`src/rtl/keyremote_i2c_target.sv`:
```
module keyremote_i2c_target #(
  parameter logic [4:0] ADDR_HI   = 5'b10110,
  parameter logic [7:0] CHIP_ID   = 8'h5E,
  parameter logic [7:0] CTRL_INIT = 8'h00
) (
  input  logic       clk,
  input  logic       rst_n,
  input  logic       scl_in,
  input  logic       sda_in,
  output logic       sda_oe,
  input  logic [1:0] addr_pins,
  input  logic [7:0] key_type,
  input  logic [7:0] key_dur,
  output logic [7:0] ctrl_reg,
  output logic       rd_strobe
);

  typedef enum logic [2:0] {
    S_IDLE, S_ADDR, S_AACK, S_WDATA, S_WACK, S_RDATA, S_RACK, S_RNEXT
  } state_t;

  state_t     state;
  logic [2:0] scl_q, sda_q;
  logic [2:0] bitcnt, idx;
  logic [6:0] rx;
  logic [7:0] tx, burst_byte;
  logic       rnw, wr_done;

  always_ff @(posedge clk or negedge rst_n)
    if (!rst_n) begin
      scl_q <= '1;
      sda_q <= '1;
    end else begin
      scl_q <= {scl_q[1:0], scl_in};
      sda_q <= {sda_q[1:0], sda_in};
    end

  wire scl_s = scl_q[1];
  wire sda_s = sda_q[1];
  wire scl_rise  = scl_s & ~scl_q[2];
  wire scl_fall  = ~scl_s & scl_q[2];
  wire start_det = scl_s & scl_q[2] & sda_q[2] & ~sda_s;
  wire stop_det  = scl_s & scl_q[2] & ~sda_q[2] & sda_s;
  wire [7:0] rx_byte = {rx, sda_s};
  wire in_wdata = (state == S_WDATA);
  wire in_rack  = (state == S_RACK);

  always_comb
    case (idx)
      3'd1:    burst_byte = ctrl_reg;
      3'd2:    burst_byte = key_type;
      3'd3:    burst_byte = key_dur;
      default: burst_byte = CHIP_ID;
    endcase

  always_ff @(posedge clk or negedge rst_n)
    if (!rst_n) begin
      state     <= S_IDLE;
      bitcnt    <= '0;
      idx       <= '0;
      rx        <= '0;
      tx        <= '0;
      rnw       <= 1'b0;
      wr_done   <= 1'b0;
      sda_oe    <= 1'b0;
      ctrl_reg  <= CTRL_INIT;
      rd_strobe <= 1'b0;
    end else begin
      rd_strobe <= 1'b0;
      if (start_det) begin
        state   <= S_ADDR;
        bitcnt  <= '0;
        wr_done <= 1'b0;
        sda_oe  <= 1'b0;
      end else if (stop_det) begin
        state  <= S_IDLE;
        sda_oe <= 1'b0;
      end else begin
        case (state)
          S_ADDR:
            if (scl_rise) begin
              rx     <= rx_byte[6:0];
              bitcnt <= bitcnt + 3'd1;
              if (bitcnt == 3'd7) begin
                if (rx_byte[7:1] == {ADDR_HI, addr_pins}) begin
                  state <= S_AACK;
                  rnw   <= rx_byte[0];
                end else
                  state <= S_IDLE;
              end
            end
          S_AACK:
            if (scl_fall) begin
              bitcnt <= '0;
              if (!sda_oe)
                sda_oe <= 1'b1;
              else if (rnw) begin
                idx    <= '0;
                tx     <= CHIP_ID;
                sda_oe <= ~CHIP_ID[7];
                state  <= S_RDATA;
              end else begin
                sda_oe <= 1'b0;
                state  <= S_WDATA;
              end
            end
          S_WDATA:
            if (scl_rise) begin
              rx     <= rx_byte[6:0];
              bitcnt <= bitcnt + 3'd1;
              if (bitcnt == 3'd7 && !wr_done) begin
                ctrl_reg <= rx_byte;
                wr_done  <= 1'b1;
                state    <= S_WACK;
              end
            end
          S_WACK:
            if (scl_fall) begin
              if (!sda_oe)
                sda_oe <= 1'b1;
              else begin
                sda_oe <= 1'b0;
                bitcnt <= '0;
                state  <= S_WDATA;
              end
            end
          S_RDATA:
            if (scl_fall) begin
              bitcnt <= bitcnt + 3'd1;
              if (bitcnt == 3'd7) begin
                sda_oe <= 1'b0;
                state  <= S_RACK;
              end else begin
                tx     <= {tx[6:0], 1'b0};
                sda_oe <= ~tx[6];
              end
            end
          S_RACK:
            if (scl_rise) begin
              if (!sda_s) begin
                idx       <= idx + 3'd1;
                rd_strobe <= (idx == 3'd3);
                state     <= S_RNEXT;
              end else
                state <= S_IDLE;
            end
          S_RNEXT:
            if (scl_fall) begin
              if (idx == 3'd4)
                state <= S_IDLE;
              else begin
                tx     <= burst_byte;
                sda_oe <= ~burst_byte[7];
                bitcnt <= '0;
                state  <= S_RDATA;
              end
            end
          default: state <= S_IDLE;
        endcase
      end
    end

endmodule


```
`config.mk`:
```
export PLATFORM = sky130hd
export DESIGN_NAME = keyremote_i2c_target
export DESIGN_NICKNAME = d
export VERILOG_FILES = /design/src/rtl/keyremote_i2c_target.sv
export SDC_FILE = /design/constraint.sdc
export NUM_CORES = 1
export LEC_CHECK = 0
export BUFFER_PORTS_ARGS = -buffer_cell sky130_fd_sc_hd__buf_2
export CELL_PAD_IN_SITES_DETAIL_PLACEMENT = 1
export CELL_PAD_IN_SITES_GLOBAL_PLACEMENT = 2
export CORE_ASPECT_RATIO = 1.5
export CORE_MARGIN = 8
export CORE_UTILIZATION = 30
export CTS_BUF_LIST = sky130_fd_sc_hd__clkbuf_4
export DETAILED_ROUTE_END_ITERATION = 10
export PLACE_DENSITY = 0.78
export SYNTH_ARGS = -nofsm -noshare
export SYNTH_HDL_FRONTEND = slang
export SYNTH_SLANG_ARGS = --single-unit
export TNS_END_PERCENT = 50
```
`constraint.sdc`:
```
create_clock -name clk -period 2.4 [get_ports clk]
set_clock_uncertainty 0.05 [all_clocks]
set_input_delay 0.24 -clock clk [delete_from_list [all_inputs] [get_ports clk]]
set_output_delay 0.24 -clock clk [all_outputs]
set_load 0.005 [all_outputs]
```
After elaboration in Yosys (flattened, before gate mapping)
Cells that the tools add are included.
{"block": "op_classes", "n_addsub": 2, "eq_ne": 43, "n_mux": 66, "n_bitwise": 15, "n_reduce_logical": 19}
{"cell": "two-way mux 3 bit", "n": 31}
{"cell": "two-way mux 7 bit", "n": 7}
{"cell": "inequality test 4 bit, second input constant", "n": 12}
{"cell": "case mux 8 bit (3 select lines)", "n": 1}
{"cell": "two-way mux 1 bit", "n": 21}
{"cell": "case mux 3 bit (7 select lines)", "n": 1}
{"cell": "case mux 7 bit (3 select lines)", "n": 1}
{"cell": "inequality test 2 bit, second input constant", "n": 10}
{"cell": "== test 3 bit, second input constant", "n": 6}
{"cell": "inequality test 3 bit, second input constant", "n": 6}
{"cell": "case mux 3 bit (5 select lines)", "n": 1}
{"cell": "== test 3 x 2 -> 1 bit, second input constant", "n": 4}
{"cell": "AND reduction 12 bit", "n": 1}
{"cell": "AND reduction 6 bit", "n": 2}
{"cell": "nonzero test 6 bit", "n": 2}
{"cell": "AND reduction 10 bit", "n": 1}
{"cell": "AND reduction 9 bit", "n": 1}
{"cell": "inverter 1 bit", "n": 8}
{"cell": "AND reduction 4 bit", "n": 2}
{"cell": "AND reduction 8 bit", "n": 1}
{"cell": "nonzero test 2 bit", "n": 4}
{"cell": "bitwise AND 1 bit", "n": 7}
{"cell": "== test 7 bit", "n": 1}
{"cell": "adder 3 x 1 -> 3 bit, second input constant", "n": 2}
{"cell": "11 further kinds", "n": 12}
{"block": "word_totals", "reg_bits": 41, "inputBits": 22, "output_inout_bits": 10, "word_cells": 157}

Logic depth before layout (Yosys ltp)
{"block": "depth", "word_depth": 8, "mapped_depth": 9, "mapped_depth_nobuf": 7}

Least setup slack after synthesis
Ideal clock, no wire load.
{"block": "synth_timing", "kind": "reg-to-reg", "start": "register bitcnt[0]", "end": "register tx[0]", "setup_time_ns": 0.125, "arrival_ns": 1.903, "t_required_ns": 2.225, "setup_slack_ns": 0.322, "path_stages_with_launch": 6, "path_buffers": 0, "period_less_slack_ns": 2.078, "path_cell_list": "dfrtp_1 ha_1 ha_1 or3_4 a221oi_4 mux2_2"}
{"block": "synth_between", "elab_chain_len": 3}
{"item": "start: declaration", "line_no": "24", "text": "logic [2:0] bitcnt, idx;"}
{"item": "start signal: assignment", "line_no": "83", "text": "bitcnt <= bitcnt + 3'd1;"}
{"item": "start signal: assignment", "line_no": "110", "text": "bitcnt <= bitcnt + 3'd1;"}
{"item": "start signal: assignment", "line_no": "129", "text": "bitcnt <= bitcnt + 3'd1;"}
{"item": "== test 3 bit", "line_no": "130", "text": "if (bitcnt == 3'd7) begin"}
{"item": "inequality test 2 bit (no line)"}
{"item": "AND reduction 10 bit (no line)"}
{"item": "end signal: assignment", "line_no": "134", "text": "tx <= {tx[6:0], 1'b0};"}
{"item": "end signal: assignment", "line_no": "152", "text": "tx <= burst_byte;"}
{"item": "end: declaration", "line_no": "26", "text": "logic [7:0] tx, burst_byte;"}
No other way between the ends.
A chain may end at the register's enable or synchronous reset.

Worst setup path after layout
{"block": "layout_timing", "start": "register bitcnt[0]", "end": "register tx[6]"}
The elaborated chain is that of the path after synthesis.

==> impl_metrics.json <==
{
  "status": "finished clean",
  "routed_wl_mm": 6.56,
  "h-tree-depth": 2,
  "ys_seq_area_share_pct": 44.2,
  "finalInstanceArea_um2": 2750,
  "rsz0062_at_grt": "false",
  "clock_path_buffers": 2,
  "power_mw": 2.63,
  "cp.arrival_ns": 2.44,
  "largest_reg_flops": 8,
  "fmax_mhz": 449,
  "gp_congestion": 0.809,
  "grt_pass1_wl_mm": 10.9,
  "critPathRequiredTime_ns": 2.62,
  "vias_per_cell": 5.21,
  "maxSlewHeadroom_pct": 39.4,
  "syn_avg_cell_area_um2": 10.4,
  "finalCritPeriodShare_pct": 92.7,
  "syn_inst": 224,
  "min_path_type": "primary input to flip-flop",
  "ys_async_sr_fraction_pct": 100,
  "finalSetupViolCount": 0,
  "layout_min_cycle_time_ns": 2.22,
  "synth_ff_type": "dfrtp_1",
  "final_common_cell": "dfrtp_1",
  "cp_max_fo": 7,
  "root_buffer": "clkbuf_4",
  "clkSinkCount": 41,
  "crit_path_start_kind": "flip-flop",
  "num_rows": 39,
  "n_fill_cell": 913,
  "fin_cells": 367,
  "die-height_um": 124,
  "synth_edf_count": 0,
  "endpoint_kind": "flip-flop",
  "via_count": 1912,
  "areaGrowthSynthToFinish_pct": 17.5,
  "hold_violations": 0,
  "clock_latency_ns": 0.38,
  "finalSetupTns_ns": 0,
  "hpwlAfterDp_mm": 4.87,
  "avgRoutedWirePerCell_um": 17.9,
  "drv_cap": 0,
  "postCtsSetupBuffers": 0,
  "drive_gt1_share_pct": 32.2,
  "crit_type": "flip-flop to flip-flop",
  "synth_nets": 253,
  "antenna_found_initial": 1,
  "drt-initial-drc-count": 144,
  "grt_max_degree": 42,
  "syn_area_um2": 2340,
  "drc": 0,
  "slew_viol_final": 0,
  "port_buffers": 31,
  "max_slew.worst_pin.slew_ns": 0.909,
  "regArea_um2": 1030,
  "core_um2": 7610,
  "cts-buffers-inserted": 5,
  "vdd_drop_max_v": 0.000462,
  "synth.distinct_cells": 54,
  "dpl-instance-area_um2": 2630,
  "clk_pin_slew_ns": 0.15,
  "ys_ff_latch": 41,
  "die-area_um2": 10900,
  "track_usage_pct": 13.1,
  "ant_nets": 0,
  "ios": 32,
  "power_density_nw_per_um2": 959,
  "dr.pass1.iters": 4,
  "die_x_um": 88.1,
  "yosysWarnings": 0,
  "multi_input_area_um2": 1210,
  "grt.overflow.total": 0,
  "p_leak_nw": 1.18,
  "cts_tree": "done",
  "start_util_pct": 30.7,
  "pre_cts_slack_ns": 0.178,
  "layout_common_cells": "dfrtp_1 (35), buf_2 (31), mux2_2 (23)",
  "grt_pass1_vias": 2049,
  "final_nets": 292,
  "setup_slack_ns": 0.175,
  "dp_cells": 355
}
## path summary, 6_finish.rpt
kind | from | endpoint | slack [ns] | cells after the start
hold / removal | key_dur[0] | tx[0] | 0.24 | 4
max in group asynchronous | rst_n | bitcnt[2] | 1.27 | 2
min in group asynchronous | rst_n | idx[2] | 0.46 | 2
setup / recovery | bitcnt[0] | tx[6] | 0.18 | 5
setup reg to reg | bitcnt[0] | tx[6] | 0.18 | 5
hold reg to reg | sda_q[0] | sda_q[1] | 0.31 | 0
## worst max-delay path, cell delays in order (launching register included)
cell      delay [ns]
dfrtp_1         0.42
ha_1            0.21
ha_1            0.22
or3_4           0.38
a221oi_4        0.44
mux2_2          0.39
## area by class of cell
| class | count | area share (%) |
|---|---|---|
| Clock buffer | 5 | 1.37 |
| Inverter | 8 | 1.09 |
| Multi-Input combinational cell | 164 | 44.3 |
| Sequential cell | 41 | 37.6 |
| Timing Repair Buffer | 43 | 9.21 |
| Clock inverter | 3 | 1.69 |
| Antenna cell | 1 | 0.0912 |
| Tap cell | 102 | 4.65 |
## repair_timing
item,4_1_cts,5_1_grt
hold buffers,3,0
gates resized for setup,0,0
endpoints found under the hold margin,37,0
## where the power goes
group / internal [mW] / total (mW) / switching [mW]
Sequential: 0.850 / 1.04 / 0.186
Combinational: 0.507 / 1.10 / 0.598
Clock: 0.221 / 0.492 / 0.271
## synth_stat cells, types with 2 or more instances
cell	count	area [um^2]
nand2_1	22	82.6
a21oi_1	11	55.1
a22o_1	2	17.5
o21ai_0	9	45.0
dfrtp_1	35	876
o21a_1	2	15.0
ha_1	7	87.6
and2_1	2	12.5
buf_2	2	10.0
nor2b_1	6	37.5
nand3b_1	3	22.5
xnor2_1	2	17.5
a222oi_1	5	50.1
a211oi_1	3	22.5
buf_4	2	15.0
mux2_2	23	259
dfstp_2	6	158
o2111ai_1	2	17.5
inv_1	7	26.3
nand2b_1	7	43.8
and3_1	2	12.5
clkbuf_1	5	18.8
nand4_1	2	12.5
nor4bb_1	2	20.0
a22oi_1	2	15.0
nor2_1	14	52.6
or4_1	2	15.0
nor3_1	5	25.0
o2bb2ai_1	4	35.0
mux2i_1	4	40.0
## per-stage QoR
stage | hold slack [ns] | utilization (%)
after detailed placement | 0.297 | 34.5
after global placement | 0.296 | 34.5
after global routing | 0.226 | 36.1
after floorplan | -0.106 | -
after CTS | 0.229 | 36.0
final | 0.235 | 36.1
## cells by family (layout without fill, tap and decap cells)
family	Yosys count	count (layout)	share of synthesized area [%]
fa+ha+maj	7	7	3.75
compound gates	53	53	17.4
mux	27	27	12.8
flops	41	41	44.2
buf+inv	19	59	3.80
simple gates	74	74	16.9
xor+xnor	3	3	1.12
other cells	0	1	0
## per-layer routing
layer  track usage [%]  routed length, um  vias to the layer above
met5                 0                  0                        -
met4              8.50                280                        0
met3              2.25                209                       16
met2              22.6               3380                       35
met1              14.5               2690                      957
li1                  -                  -                      904
(Power assumes the default switching activity.)
